### src/rtl/psram_ctrl_pkg.sv
// Package: shared state type, pin bundle and cycle-count helpers for
// the pseudo-static RAM controller. Assumes positive integer inputs.
package psram_ctrl_pkg;

    typedef enum logic [2:0] {
        ST_IDLE,
        ST_RD_ACC,
        ST_RD_CAP,
        ST_WR_PULSE,
        ST_WR_REC,
        ST_GAP
    } pctl_state_t;

    typedef struct packed {
        logic       ce_n;
        logic       oe_n;
        logic       we_n;
        logic       dq_oe;
        logic [1:0] strb_n;
    } pctl_pins_t;

    // Round a nanosecond minimum up to clock cycles, never below one.
    function automatic int pc_cycles(input int ns, input int period);
        int c;
        c = (ns + period - 1) / period;
        return (c < 1) ? 1 : c;
    endfunction

    function automatic int pc_max(input int a, input int b);
        return (a > b) ? a : b;
    endfunction

endpackage

### src/rtl/psram_cycle_timer.sv
// Loadable down-counter that times each phase of an access.
// Assumes load has priority; zero is reported while the count is 0.
module psram_cycle_timer #(
    parameter int CNT_W = 10
) (
    input  logic             clk,
    input  logic             rst_n,
    input  logic             load,
    input  logic [CNT_W-1:0] load_val,
    output logic             zero
);

    logic [CNT_W-1:0] cnt_q;

    // Count down to zero, reloading whenever a phase starts.
    always_ff @(posedge clk) begin
        if (!rst_n)
            cnt_q <= '0;
        else if (load)
            cnt_q <= load_val;
        else if (cnt_q != '0)
            cnt_q <= cnt_q - 1'b1;
    end

    assign zero = (cnt_q == '0);

endmodule

### src/rtl/psram_lane_ctrl.sv
// Maps byte enables to active-low lane strobes and a read-data mask.
// Assumes DATA_W is a multiple of 8, one enable bit per byte.
module psram_lane_ctrl #(
    parameter int DATA_W = 16,
    localparam int LANES = DATA_W / 8
) (
    input  logic [LANES-1:0]  be,
    output logic [LANES-1:0]  strb_n,
    output logic [DATA_W-1:0] mask
);

    for (genvar g = 0; g < LANES; g++) begin : g_lane
        // One strobe and one 8-bit mask slice per byte lane.
        assign strb_n[g]         = ~be[g];
        assign mask[g*8 +: 8]    = {8{be[g]}};
    end

endmodule

### src/rtl/psram_ctrl.sv
// Top: single-word access controller for an asynchronous SRAM-pinout
// pseudo-static RAM. Converts nanosecond minimums into clock counts,
// registers every memory pin, releases chip enable after each access
// and keeps a one-cycle bus turnaround on both sides of output enable.
// Assumes DATA_W = 16 (two lanes) and one access in flight at a time.
module psram_ctrl
    import psram_ctrl_pkg::*;
#(
    parameter int CLK_NS      = 10,
    parameter int ADDR_W      = 21,
    parameter int DATA_W      = 16,
    parameter int T_ACC_NS    = 75,
    parameter int T_RC_NS     = 75,
    parameter int T_WC_NS     = 75,
    parameter int T_WP_NS     = 50,
    parameter int T_CW_NS     = 60,
    parameter int T_AW_NS     = 60,
    parameter int T_DS_NS     = 30,
    parameter int T_CEH_NS    = 10,
    parameter int T_MAXSEL_NS = 10000
) (
    input  logic              clk,
    input  logic              rst_n,
    input  logic              req_valid,
    output logic              req_ready,
    input  logic              req_write,
    input  logic [ADDR_W-1:0] req_addr,
    input  logic [DATA_W-1:0] req_wdata,
    input  logic [1:0]        req_be,
    output logic              rsp_valid,
    output logic [DATA_W-1:0] rsp_rdata,
    output logic              mem_ce_n,
    output logic              mem_cs,
    output logic              mem_oe_n,
    output logic              mem_we_n,
    output logic              mem_lb_n,
    output logic              mem_ub_n,
    output logic [ADDR_W-1:0] mem_addr,
    output logic [DATA_W-1:0] mem_dq_out,
    output logic              mem_dq_oe,
    input  logic [DATA_W-1:0] mem_dq_in
);

    localparam int N_RD    = pc_max(pc_cycles(T_ACC_NS, CLK_NS), pc_cycles(T_RC_NS, CLK_NS));
    localparam int N_WP    = pc_max(pc_max(pc_cycles(T_WP_NS, CLK_NS), pc_cycles(T_CW_NS, CLK_NS)),
                                    pc_max(pc_cycles(T_AW_NS, CLK_NS), pc_cycles(T_DS_NS, CLK_NS)));
    localparam int N_WC    = pc_cycles(T_WC_NS, CLK_NS);
    localparam int N_WREC  = (N_WC > N_WP) ? (N_WC - N_WP) : 1;
    localparam int N_GAP   = pc_cycles(T_CEH_NS, CLK_NS);
    localparam int MAX_SEL = T_MAXSEL_NS / CLK_NS;
    localparam int CNT_W   = $clog2(pc_max(MAX_SEL, pc_max(N_RD, N_WP) + N_WREC + N_GAP) + 2);

    pctl_state_t       state_q, state_d;
    pctl_pins_t        pins_q, pins_d;
    logic              t_load, t_zero;
    logic [CNT_W-1:0]  t_val;
    logic              accept;
    logic [ADDR_W-1:0] addr_q;
    logic [DATA_W-1:0] wdata_q, rmask;
    logic [1:0]        be_q, be_nx, strb_nx;
    logic              cs_q, rsp_valid_q;
    logic [DATA_W-1:0] rsp_rdata_q;

    assign accept    = req_valid && (state_q == ST_IDLE);
    assign req_ready = (state_q == ST_IDLE);
    assign be_nx     = accept ? req_be : be_q;

    psram_cycle_timer #(.CNT_W(CNT_W)) u_timer (
        .clk      (clk),
        .rst_n    (rst_n),
        .load     (t_load),
        .load_val (t_val),
        .zero     (t_zero)
    );

    psram_lane_ctrl #(.DATA_W(DATA_W)) u_lanes (
        .be     (be_nx),
        .strb_n (strb_nx),
        .mask   (rmask)
    );

    // Phase sequencing: pick the next state and the length of its phase.
    always_comb begin
        state_d = state_q;
        t_load  = 1'b0;
        t_val   = '0;
        unique case (state_q)
            ST_IDLE: if (req_valid) begin
                state_d = req_write ? ST_WR_PULSE : ST_RD_ACC;
                t_load  = 1'b1;
                t_val   = req_write ? CNT_W'(N_WP - 1) : CNT_W'(N_RD - 1);
            end
            ST_RD_ACC: if (t_zero) state_d = ST_RD_CAP;
            ST_RD_CAP: begin
                state_d = ST_GAP;
                t_load  = 1'b1;
                t_val   = CNT_W'(N_GAP - 1);
            end
            ST_WR_PULSE: if (t_zero) begin
                state_d = ST_WR_REC;
                t_load  = 1'b1;
                t_val   = CNT_W'(N_WREC - 1);
            end
            ST_WR_REC: if (t_zero) begin
                state_d = ST_GAP;
                t_load  = 1'b1;
                t_val   = CNT_W'(N_GAP - 1);
            end
            ST_GAP: if (t_zero) state_d = ST_IDLE;
            default: state_d = ST_IDLE;
        endcase
    end

    // Pin levels for the state about to be entered, so pins are registered.
    always_comb begin
        pins_d = '{ce_n: 1'b1, oe_n: 1'b1, we_n: 1'b1, dq_oe: 1'b0, strb_n: 2'b11};
        unique case (state_d)
            ST_RD_ACC, ST_RD_CAP: begin
                pins_d.ce_n   = 1'b0;
                pins_d.oe_n   = 1'b0;
                pins_d.strb_n = strb_nx;
            end
            ST_WR_PULSE: begin
                pins_d.ce_n   = 1'b0;
                pins_d.we_n   = 1'b0;
                pins_d.dq_oe  = 1'b1;
                pins_d.strb_n = strb_nx;
            end
            default: ;
        endcase
    end

    // State, pin and request-latch registers.
    always_ff @(posedge clk) begin
        if (!rst_n) begin
            state_q <= ST_IDLE;
            pins_q  <= '{ce_n: 1'b1, oe_n: 1'b1, we_n: 1'b1, dq_oe: 1'b0, strb_n: 2'b11};
            addr_q  <= '0;
            wdata_q <= '0;
            be_q    <= '0;
            cs_q    <= 1'b0;
        end else begin
            state_q <= state_d;
            pins_q  <= pins_d;
            cs_q    <= 1'b1;
            if (accept) begin
                addr_q  <= req_addr;
                wdata_q <= req_wdata;
                be_q    <= req_be;
            end
        end
    end

    // Read capture at the end of the extra sample cycle.
    always_ff @(posedge clk) begin
        if (!rst_n) begin
            rsp_valid_q <= 1'b0;
            rsp_rdata_q <= '0;
        end else begin
            rsp_valid_q <= (state_q == ST_RD_CAP);
            if (state_q == ST_RD_CAP)
                rsp_rdata_q <= mem_dq_in & rmask;
        end
    end

    assign rsp_valid  = rsp_valid_q;
    assign rsp_rdata  = rsp_rdata_q;
    assign mem_ce_n   = pins_q.ce_n;
    assign mem_cs     = cs_q;
    assign mem_oe_n   = pins_q.oe_n;
    assign mem_we_n   = pins_q.we_n;
    assign mem_dq_oe  = pins_q.dq_oe;
    assign mem_lb_n   = pins_q.strb_n[0];
    assign mem_ub_n   = pins_q.strb_n[1];
    assign mem_addr   = addr_q;
    assign mem_dq_out = wdata_q;

    // ---------------- assertions ----------------
    logic [CNT_W-1:0] sel_run_q, we_run_q;

    // Run lengths of chip-enable-low and write-enable-low, for the checks below.
    always_ff @(posedge clk) begin
        if (!rst_n) begin
            sel_run_q <= '0;
            we_run_q  <= '0;
        end else begin
            sel_run_q <= mem_ce_n ? '0 : sel_run_q + 1'b1;
            we_run_q  <= mem_we_n ? '0 : we_run_q + 1'b1;
        end
    end

    a_r1_sel_needs_cs: assert property (@(posedge clk) disable iff (!rst_n)
        !mem_ce_n |-> mem_cs);

    a_r4_we_width: assert property (@(posedge clk) disable iff (!rst_n)
        $rose(mem_we_n) |-> (we_run_q >= CNT_W'(N_WP)));

    a_r6_no_contention: assert property (@(posedge clk) disable iff (!rst_n)
        (mem_dq_oe || !mem_we_n) |-> mem_oe_n);

    a_r7_oe_after_release: assert property (@(posedge clk) disable iff (!rst_n)
        $fell(mem_oe_n) |-> !$past(mem_dq_oe));

    a_r7_drive_after_oe_high: assert property (@(posedge clk) disable iff (!rst_n)
        $rose(mem_dq_oe) |-> $past(mem_oe_n));

    a_r8_addr_stable: assert property (@(posedge clk) disable iff (!rst_n)
        (!mem_ce_n && $past(!mem_ce_n)) |-> $stable(mem_addr));

    a_r9_max_select: assert property (@(posedge clk) disable iff (!rst_n)
        sel_run_q <= CNT_W'(MAX_SEL));

    a_r10_ready_idle: assert property (@(posedge clk) disable iff (!rst_n)
        req_ready |-> (mem_ce_n && mem_dq_oe == 1'b0));

endmodule

### config.mk
export PLATFORM = sky130hd
export DESIGN_NAME = psram_ctrl
export DESIGN_NICKNAME = d
export VERILOG_FILES = /design/src/rtl/psram_ctrl_pkg.sv /design/src/rtl/psram_cycle_timer.sv /design/src/rtl/psram_lane_ctrl.sv /design/src/rtl/psram_ctrl.sv
export SDC_FILE = /design/constraint.sdc
export NUM_CORES = 1
export LEC_CHECK = 0
export ABC_CLOCK_PERIOD_IN_PS = 8100
export BUFFER_PORTS_ARGS = -buffer_cell sky130_fd_sc_hd__buf_2
export CAP_MARGIN = 30
export CORE_ASPECT_RATIO = 1.1
export CORE_UTILIZATION = 52
export DETAILED_ROUTE_END_ITERATION = 8
export PLACE_DENSITY = 0.85
export SLEW_MARGIN = 0
export SYNTH_ARGS = -nofsm -noshare
export SYNTH_HDL_FRONTEND = slang
export SYNTH_HIERARCHICAL = 1
export SYNTH_SLANG_ARGS = --single-unit
### constraint.sdc
create_clock -name clk -period 8.1 [get_ports clk]
set_clock_uncertainty 0.2 [all_clocks]
set_input_delay 2.025 -clock clk [delete_from_list [all_inputs] [get_ports clk]]
set_output_delay 2.025 -clock clk [all_outputs]
set_load 0.02 [all_outputs]
After elaboration in Yosys (flattened, before gate mapping) --
Index checks and enable logic that the tools add are counted. W data, S select, Z words.
Storage, ports and cells: input port bits 59, word-level logic and storage cells 55, bits in registers 76, output and inout port bits 62
Operators by class: mux-type cells 21, add/sub/neg operators 1, bitwise gates (word level) 3, equal/unequal tests 8, reduce and logical (&&, ||, !) cells 9
Operators by type and width (number):
- $mux W10 | 2
- $mux W3 | 6
- $pmux W3 S6 | 1
- $and A16 B16 Y16 | 1
- $eq A3 B2 Y1 const B | 4
- $logic_not A10 Y1 | 1
- $reduce_bool A10 Y1 | 1
- $sub A10 B1 Y10 const B | 1
- $mux W2 | 4
- $eq A3 B1 Y1 const B | 2
- $eq A3 B3 Y1 const B | 2
- $mux W1 | 6
- $pmux W3 S2 | 1
- $reduce_or A2 Y1 | 2
- $logic_not A3 Y1 | 1
- $pmux W1 S3 | 1
- $reduce_or A3 Y1 | 1
- $not A1 Y1 | 2
- $reduce_and A2 Y1 | 1
- $reduce_bool A2 Y1 | 1
- $logic_and A1 B1 Y1 | 1

Logic depth before layout (Yosys ltp) --
Gate-level depths: netlist (run 1).
depth in word-level cells 6, gate-level depth with buffers 11, mapped depth without buffers 9

By module --
Netlist (run 1), hierarchy kept.
By module, submodules not included:
- psram_ctrl | area each 2382.3 um^2, times used 1, sequential area each 1321.3 um^2, cells each 256
- psram_cycle_timer | area each 573.0 um^2, times used 1, sequential area each 200.2 um^2, cells each 65
- psram_lane_ctrl | area each 127.6 um^2, times used 1, sequential area each 0.0 um^2, cells each 18

Least setup slack after synthesis (run 1) --
Ideal clock, no wire load.
path kind input to register, from in req_valid, to reg rsp_rdata_q[0], in the netlist rsp_rdata[0], stages on the path 4, required time 7.783 ns, buffers on the path 1, slack 4.685 ns, setup time 0.117 ns, arrival 3.097 ns, cell sequence nor4b_4 mux2_2 buf_4 a32o_1
Between the ends: word-level cells in the longest chain between the ends 3
Ends and longest elaborated chain:
- start, declared | RTL line psram_ctrl.sv:24 | input logic req_valid,
- $logic_and A1 B1 Y1 | RTL line psram_ctrl.sv:64 | assign accept = req_valid && (state_q == ST_IDLE);
- $mux W2
- net be_nx[0] | RTL line psram_ctrl.sv:60 | logic [1:0] be_q, be_nx, strb_nx;
- $and A16 B16 Y16 | RTL line psram_ctrl.sv:162 | rsp_rdata_q <= mem_dq_in & rmask;
- end signal, assigned | RTL line psram_ctrl.sv:162
- end, declared | RTL line psram_ctrl.sv:62 | logic [DATA_W-1:0] rsp_rdata_q;
The timed path passes the listed nets, and every way through them passes these cells. A chain may end at the register's enable or synchronous reset.

==> results, run 1 <==
- The final sum of negative setup slack is 0 ps.
- The clock sink count is 76.
- After the last flow step, the layout net total stands at 498.
- Setup violations remaining at the end of the flow were counted as 0.
- Entering global routing, the biggest net connects 97 pins.
- The all-layer global routing usage is 0.223.
- The worst hold margin is 246 ps.
- The floorplan die area is 6240 um2.
- The placer's final routability congestion estimate is 0.788.
- The longest clock path from root to sink contains 2 buffers.
- Timing would allow up to 0.260 GHz.
- In the finished design, the share of the clock period the worst path needs comes to 0.475.
- For the pin with the worst max-slew slack, the measured transition is 852 ps.
- The clock insertion delay at the later pin of the skew report is 330 ps.
- Setup repair after global routing left no endpoint under its margin.
- The initial antenna violation count is 0.
- In this run the critical register-to-register path is launched from u_timer/cnt_q[0].
- The worst hold path terminates at mem_dq_out[0].
- The cell with the most instances after synthesis is dfxtp_1.
- The iteration count of the initial detailed-routing pass is 4.
- For this run, the register share of the synthesized area comes to 0.494.
- The relative slew slack is 0.432.
- IR analysis of the VDD net gives a maximum drop of 0.000151 V.
- Summed over all instances, the cell type with the most area after synthesis is dfxtp_1.
- The setup check on the worst reg-to-reg path leaves a slack of 5090 ps.
- The proportion of layout cells with a drive suffix above 1 is 0.343.
- From synthesis to final layout, the design area changed by 22.4%.
- The slowest cell on the critical path is buf_4.
- The global-route congestion overflow total is 0.
- The total DRC errors in the routed layout is 0.
- The commonest register cell after synthesis is dfxtp_1.
- For this run, the slowest stage of the critical path takes 620 ps.
- In this run, synthesis inferred 0 flip-flops with an integrated enable.
- At the worst endpoint, the arrival time is 3930 ps.
- The core footprint is around 5700 um2.
- The I/O pin count is 121.
- The count of antenna diodes in the layout is 0.
- The max-slew violation count is 0.
- Traced cell by cell, the critical path runs through buf_2 -> buf_4 -> nand2b_1 -> nor2_2 -> a32o_1.
- The hold violation count in the final report is 0.
- The peak fanout along the critical path is 96.
- Counting distinct cell types in the post-synthesis netlist gives 48.
- After synthesis, the most frequently instantiated cells are 76 x dfxtp_1, 44 x nand2_1, 41 x nand3_1, 35 x o21ai_0, 19 x buf_4.
- The mean cell area of the mapped netlist is 9.09 um2.
- The static power due to leakage is 1.70 nW.
- The wire length of the first global-routing pass is 10500 um.
- The detail route stage leaves a number of antenna-violating nets equal to 0.
- Of the post-synthesis cell area, the dominant cell type holds 0.494.
- The count of warnings emitted by yosys is 6.
- After synthesis, the cell types taking the most area are dfxtp_1 49%, nand3_1 6.7%, a32o_1 5.8%.
- Setup slack closes at about 4200 ps.
- The root buffer selected by CTS is clkbuf_8.
- Counting I/O delays and the setup requirement, the final critical path takes just under 4000 ps.
- The site row count is 29.
- The half-perimeter wire length after detailed placement is 4450 um.
- The post-CTS repair timing setup buffer count is 0.
- The number of global-route vias before repair came to 2471.
- The initial core utilization is 0.538.
- For this block, the routed nets add up to 6690 um of wire.
- The via total after detailed routing is roughly 2800.
- The average vias per placed instance is around 5.3.
- The number of DRC markers in iteration 0 is 188.
- For this run, asynchronously set or reset flops after synthesis account for 0.
- The critical path launch point type is an input port.
- The routed wirelength normalized by instance count is 12.9 um.
- The count of cells resized by post-cts repair is 0.
- The number of cells on the worst hold path is 2.
- The design draws 1.16 mW.
- Clock-pin slew was measured on the worst setup and hold paths at approximately 80 ps.
- The critical path endpoint category is a register.
- Synthesis produced a netlist whose cell count is ~340.
- The number of H-tree levels is 3.
- The hold path startpoint is mem_dq_out[0].
- The floorplan step set the die width to 75.4 um.
- The worst hold path belongs to the class register to register.
- The total clock buffers created by CTS is 9.
- During placement, the flow inserted port buffers numbering 120.
- The worst setup path is of the input port to register kind.
- The max-cap check violation count is 0.
- The worst reg2reg path depth is 9.
- The placement-stage worst setup slack is approximately 3900 ps.
- The power per standard cell area is 306 nW/um2.
- The count of state elements after synthesis is 76.
- The worst path required time is 8170 ps.
- TritonCTS built the clock tree.
- The height of the die is 82.8 um.
- The end of the worst register-to-register path is u_timer/cnt_q[6].
- The post-synthesis instance area is slightly above 3000 um2.
- The number of hold buffers added after CTS was 0.
- The run finished with clean final reports.
## where the power goes
part	switching [mW]	internal, mW
Clock	0.137	0.142
Sequential	0.0598	0.440
Combinational	0.226	0.151
Total	0.423	0.733
## kinds of logic after synthesis
family	Yosys count	synth area share
other	1	0.00122
DFF	76	0.494
muxes	4	0.0142
adders and majority gates	1	0.00406
buffers and inverters	48	0.0877
AOI/OAI and AO/OA	81	0.175
xor gates and xnor gates	5	0.0142
and+or+nand+nor	123	0.210
## critical path: cells and delay by family
family	cells	cell delay [ps]
simple gates	2	840
buf+inv	2	700
compound gates	1	280
## metrics by stage
step / cell area, um2 / cells / utilization
floorplan: 3110 / 345 / -
global placement: 3580 / 504 / 0.625
detailed placement: 3580 / 504 / 0.625
CTS: 3770 / 520 / 0.658
global route: 3770 / 520 / 0.658
finish: 3770 / 520 / 0.658
## area by class of cell
cell class | count | area, um2
fill | 490 | 1960
sequential | 76 | 1520
multi-input combinational | 221 | 1310
timing repair buffer | 123 | 623
clock buffer | 10 | 128
tap | 77 | 96.3
clock inverter | 6 | 65.1
inverter | 7 | 26.3
## routing by layer
metal	wire, um	share of wire	global-route usage	vias up
met5	0	0	0	-
li1	-	-	-	1372
met4	202	0.030	0.111	0
met3	336	0.050	0.0534	20
met1	2850	0.43	0.249	1268
met2	3300	0.49	0.391	100
## cell usage in the layout (no fill, tap or decap), types with 3 or more instances in the layout
master,netlist,layout
buf_2,9,120
dfxtp_1,76,76
nand2_1,44,44
nand3_1,41,41
o21ai_0,35,35
a32o_1,18,18
clkbuf_8,0,9
nor2_1,8,8
a21oi_1,7,7
inv_1,7,7
conb_1,1,7
o21ai_1,6,6
xor2_1,4,4
nor3_1,3,3
mux2_2,3,3
and2_1,3,3
buf_4,19,3
## worst max path at each step
stage,to,start,slack (ps),depth (start not counted)
2_1_floorplan,rsp_rdata[0],req_valid,4690,4
3_3_place_gp,rsp_rdata[2],rst_n,4060,5
3_5_place_dp,rsp_rdata[7],rst_n,3910,5
4_1_cts,rsp_rdata[7],rst_n,4270,5
5_1_grt,rsp_rdata[0],rst_n,4090,5
6_report,rsp_rdata[7],rst_n,4250,5
## sequential cells by signal, indices dropped and copies added (netlist names)
| signal | count |
|---|---|
| mem_ce_n | 1 |
| mem_dq_oe | 1 |
| mem_oe_n | 1 |
| mem_addr | 21 |
| be_q | 2 |
| u_timer/cnt_q | 10 |
| mem_lb_n | 1 |
| rsp_rdata | 16 |
| mem_dq_out | 16 |
| state_q | 3 |
| mem_cs | 1 |
| mem_we_n | 1 |
| rsp_valid | 1 |
| mem_ub_n | 1 |
No activity file was read; power rests on OpenSTA's default activity.
==> run 2: changes to the inputs <==
--- a/config.mk
+++ b/config.mk
@@ -5,13 +5,13 @@
 export SDC_FILE = /design/constraint.sdc
 export NUM_CORES = 1
 export LEC_CHECK = 0
-export ABC_CLOCK_PERIOD_IN_PS = 8100
+export ABC_CLOCK_PERIOD_IN_PS = 3900
 export BUFFER_PORTS_ARGS = -buffer_cell sky130_fd_sc_hd__buf_2
 export CAP_MARGIN = 30
 export CORE_ASPECT_RATIO = 1.1
-export CORE_UTILIZATION = 52
+export CORE_UTILIZATION = 48
 export DETAILED_ROUTE_END_ITERATION = 8
-export PLACE_DENSITY = 0.85
+export PLACE_DENSITY = 0.79
 export SLEW_MARGIN = 0
 export SYNTH_ARGS = -nofsm -noshare
 export SYNTH_HDL_FRONTEND = slang
==> constraint.sdc (replaced) <==
create_clock -name clk -period 3.9 [get_ports clk]
set_clock_uncertainty 0.2 [all_clocks]
set_input_delay 0.975 -clock clk [delete_from_list [all_inputs] [get_ports clk]]
set_output_delay 0.975 -clock clk [all_outputs]
set_load 0.02 [all_outputs]
==> results, run 2 (synthesis results as in run 1) <==
- Outcome: complete, no violations (unchanged).
- The clock transition at the registers of the reported paths was 80 ps (about the same).
- The maximum vdd drop is 0.000336 V (was 0.000151 V).
- The wire length of the first global-routing pass is 11100 um (was 10500 um).
- The critical path endpoint category is a register (unchanged).
- The clock sink count is 76 (unchanged).
- The worst path arrival time came to 3040 ps (was 3930 ps).
- The slowest cell on the critical path was or4b_4 (was buf_4).
- The all-layer global routing usage came to 0.211 (was 0.223).
- The setup slack after layout was 883 ps (was 4250 ps).
- The peak fanout along the critical path was 14 (was 96).
- The proportion of layout cells with a drive suffix above 1 is 0.342 (was 0.343).
- The pin count of the biggest net entering global routing is 82 (was 97).
- The half-perimeter wire length after detailed placement is 4600 um (was 4450 um).
- The site row count is 30 (was 29).
- The number of flip-flops in the largest register is 21 (unchanged).
- The TritonCTS clock tree is built (unchanged).
- The floorplan die area is 6750 um2 (was 6240 um2).
- The worst stage delay on the critical path is 540 ps (was 620 ps).
- The static power due to leakage is 1.73 nW (was 1.70 nW).
- The total clock buffers created by CTS is 9 (unchanged).
- The number of H-tree levels is 3 (unchanged).
- The most frequent standard cell in the layout excluding fill and tap cells is buf_2 (unchanged).
- The count of antenna diodes in the layout is 0 (unchanged).
- Worst-path cell chain: inv_1 -> ha_1 -> or4b_4 -> nor3_4 -> nand2_1 -> o32ai_1 -> buf_4 -> inv_1 -> o221a_2 (was buf_2 -> buf_4 -> nand2b_1 -> nor2_2 -> a32o_1).
- The I/O pin count was 121 (unchanged).
- The total DRC errors in the routed layout was 0 (unchanged).
- The total detailed-routing wirelength is 6830 um (was 6690 um).
- The worst path required time is 3930 ps (was 8170 ps).
- The core footprint is 6190 um2 (was 5730 um2).
- The max-cap check violation count was 0 (unchanged).
- The path category of the worst min-delay check is register to register (unchanged).
- The initial antenna violation count was 0 (unchanged).
- The initial core utilization is 0.498 (was 0.538).
- The average vias per placed instance came to 5.15 (was 5.31).
- The post-CTS repair timing setup buffer count is 0 (unchanged).
- The number of DRC markers in iteration 0 was 186 (was 188).
- The root buffer selected by CTS was clkbuf_8 (unchanged).
- The number of nets in the finished design is 498 (unchanged).
- The max-slew violation count is 0 (unchanged).
- Setup repair after global routing missed its margin: false (unchanged).
- The fmax is 0.331 GHz.
- The height of the die is 86.1 um (was 82.8 um).
- The routed wirelength normalized by instance count is 13.1 um (was 12.9 um).
- The critical path launch point type is a register (was input port).
- The power per standard cell area came to 676 nW/um2 (was 306 nW/um2).
- The signed area change from the synthesized netlist to the final layout was 24.5% (was 22.4%).
- The number of global-route vias before repair is 2489 (was 2471).
- Subtracting the final worst setup slack from the clock period gives just over 3000 ps.
- The worst-case clock buffer depth was 2 (unchanged).
- The number of buffer and inverter instances along the worst setup path came to 3 (was 2).
- The iteration count of the initial detailed-routing pass was 4 (unchanged).
- The overall die width was 78.4 um (was 75.4 um).
- The final sum of negative setup slack is 0 ps (unchanged).
- The count of cells resized by post-cts repair is 0 (unchanged).
- The relative slew slack is 0.483 (was 0.432).
- The placer's final routability congestion estimate is 0.773 (was 0.788).
- The via total after detailed routing is 2688 (was 2760).
- The hold violation count in the final report came to 0 (unchanged).
- The placement-stage worst setup slack is 958 ps (was 3910 ps).
- The category of the most critical setup path is register to register (was input port to register).
- The worst hold margin is 249 ps (was 246 ps).
- The count of port buffers added during placement was 120 (unchanged).
- The final period utilization is 0.773.
- The global-route congestion overflow total is 0 (unchanged).
- The number of buffers inserted for hold repair after clock tree synthesis is 0 (unchanged).
- Among the stages of the critical path, the cell type that occurs most often is inv_1.
- The transition time of the tightest slew-check pin came to 773 ps (was 852 ps).
- The final-report setup violation count is 0 (unchanged).
- The remaining antenna violation count after routing is 0 (unchanged).
- Most frequent cells in the layout: 120 x buf_2, 76 x dfxtp_1, 44 x nand2_1, 41 x nand3_1, 35 x o21ai_0 (unchanged).
- The family with the most delay on the worst path is simple AND/OR/NAND/NOR gates (unchanged).
- The clock insertion delay at the later pin of the skew report was 340 ps (was 330 ps).
==> run 2: layout make-up <==
cell class,instances,area [um2]
tap,80,100
timing repair buffer,123,623
clock inverter,5,125
sequential,76,1520
multi-input combinational,221,1310
inverter,7,26.3
clock buffer,10,128
fill,538,2360
==> run 2: path summary, 6_finish.rpt <==
path,from,end,slack [ps],cells past startpoint
max,u_timer/cnt_q[0],u_timer/cnt_q[6],880,9
min,mem_dq_out[0],mem_dq_out[0],250,2
max reg2reg,u_timer/cnt_q[0],u_timer/cnt_q[6],880,9
min reg2reg,mem_dq_out[0],mem_dq_out[0],250,2
==> run 2: power by group <==
| part | switching (mW) | internal (mW) |
|---|---|---|
| combinational | 0.483 | 0.313 |
| sequential | 0.125 | 0.913 |
| clock | 0.273 | 0.486 |
==> run 2: worst register-to-register path: cells and delay by family (launching register included) <==
kind / cells / cell delay, ps
buffers and inverters: 3 / 460
AND/OR/NAND/NOR: 3 / 1140
flip-flops: 1 / 340
adder cells (fa/ha/maj): 1 / 210
AO/OA/AOI/OAI: 2 / 560
==> run 2: through the flow <==
| stage | utilization | power, mW | cells | instance area (um2) |
|---|---|---|---|---|
| finish | 0.620 | 2.59 | 522 | 3840 |
| global route | 0.620 | 2.75 | 522 | 3840 |
| CTS | 0.620 | 2.61 | 522 | 3840 |
| detailed placement | 0.579 | 1.84 | 507 | 3580 |
| global placement | 0.579 | 1.81 | 507 | 3580 |
| floorplan | - | 1.70 | 345 | 3110 |
==> run 2: metal layers <==
layer | vias to the layer above | routed length [um] | GRT usage
met4 | 0 | 165 | 0.120
li1 | 1370 | - | -
met2 | 83 | 3280 | 0.348
met1 | 1219 | 3030 | 0.247
met5 | - | 0 | 0
met3 | 16 | 355 | 0.0574
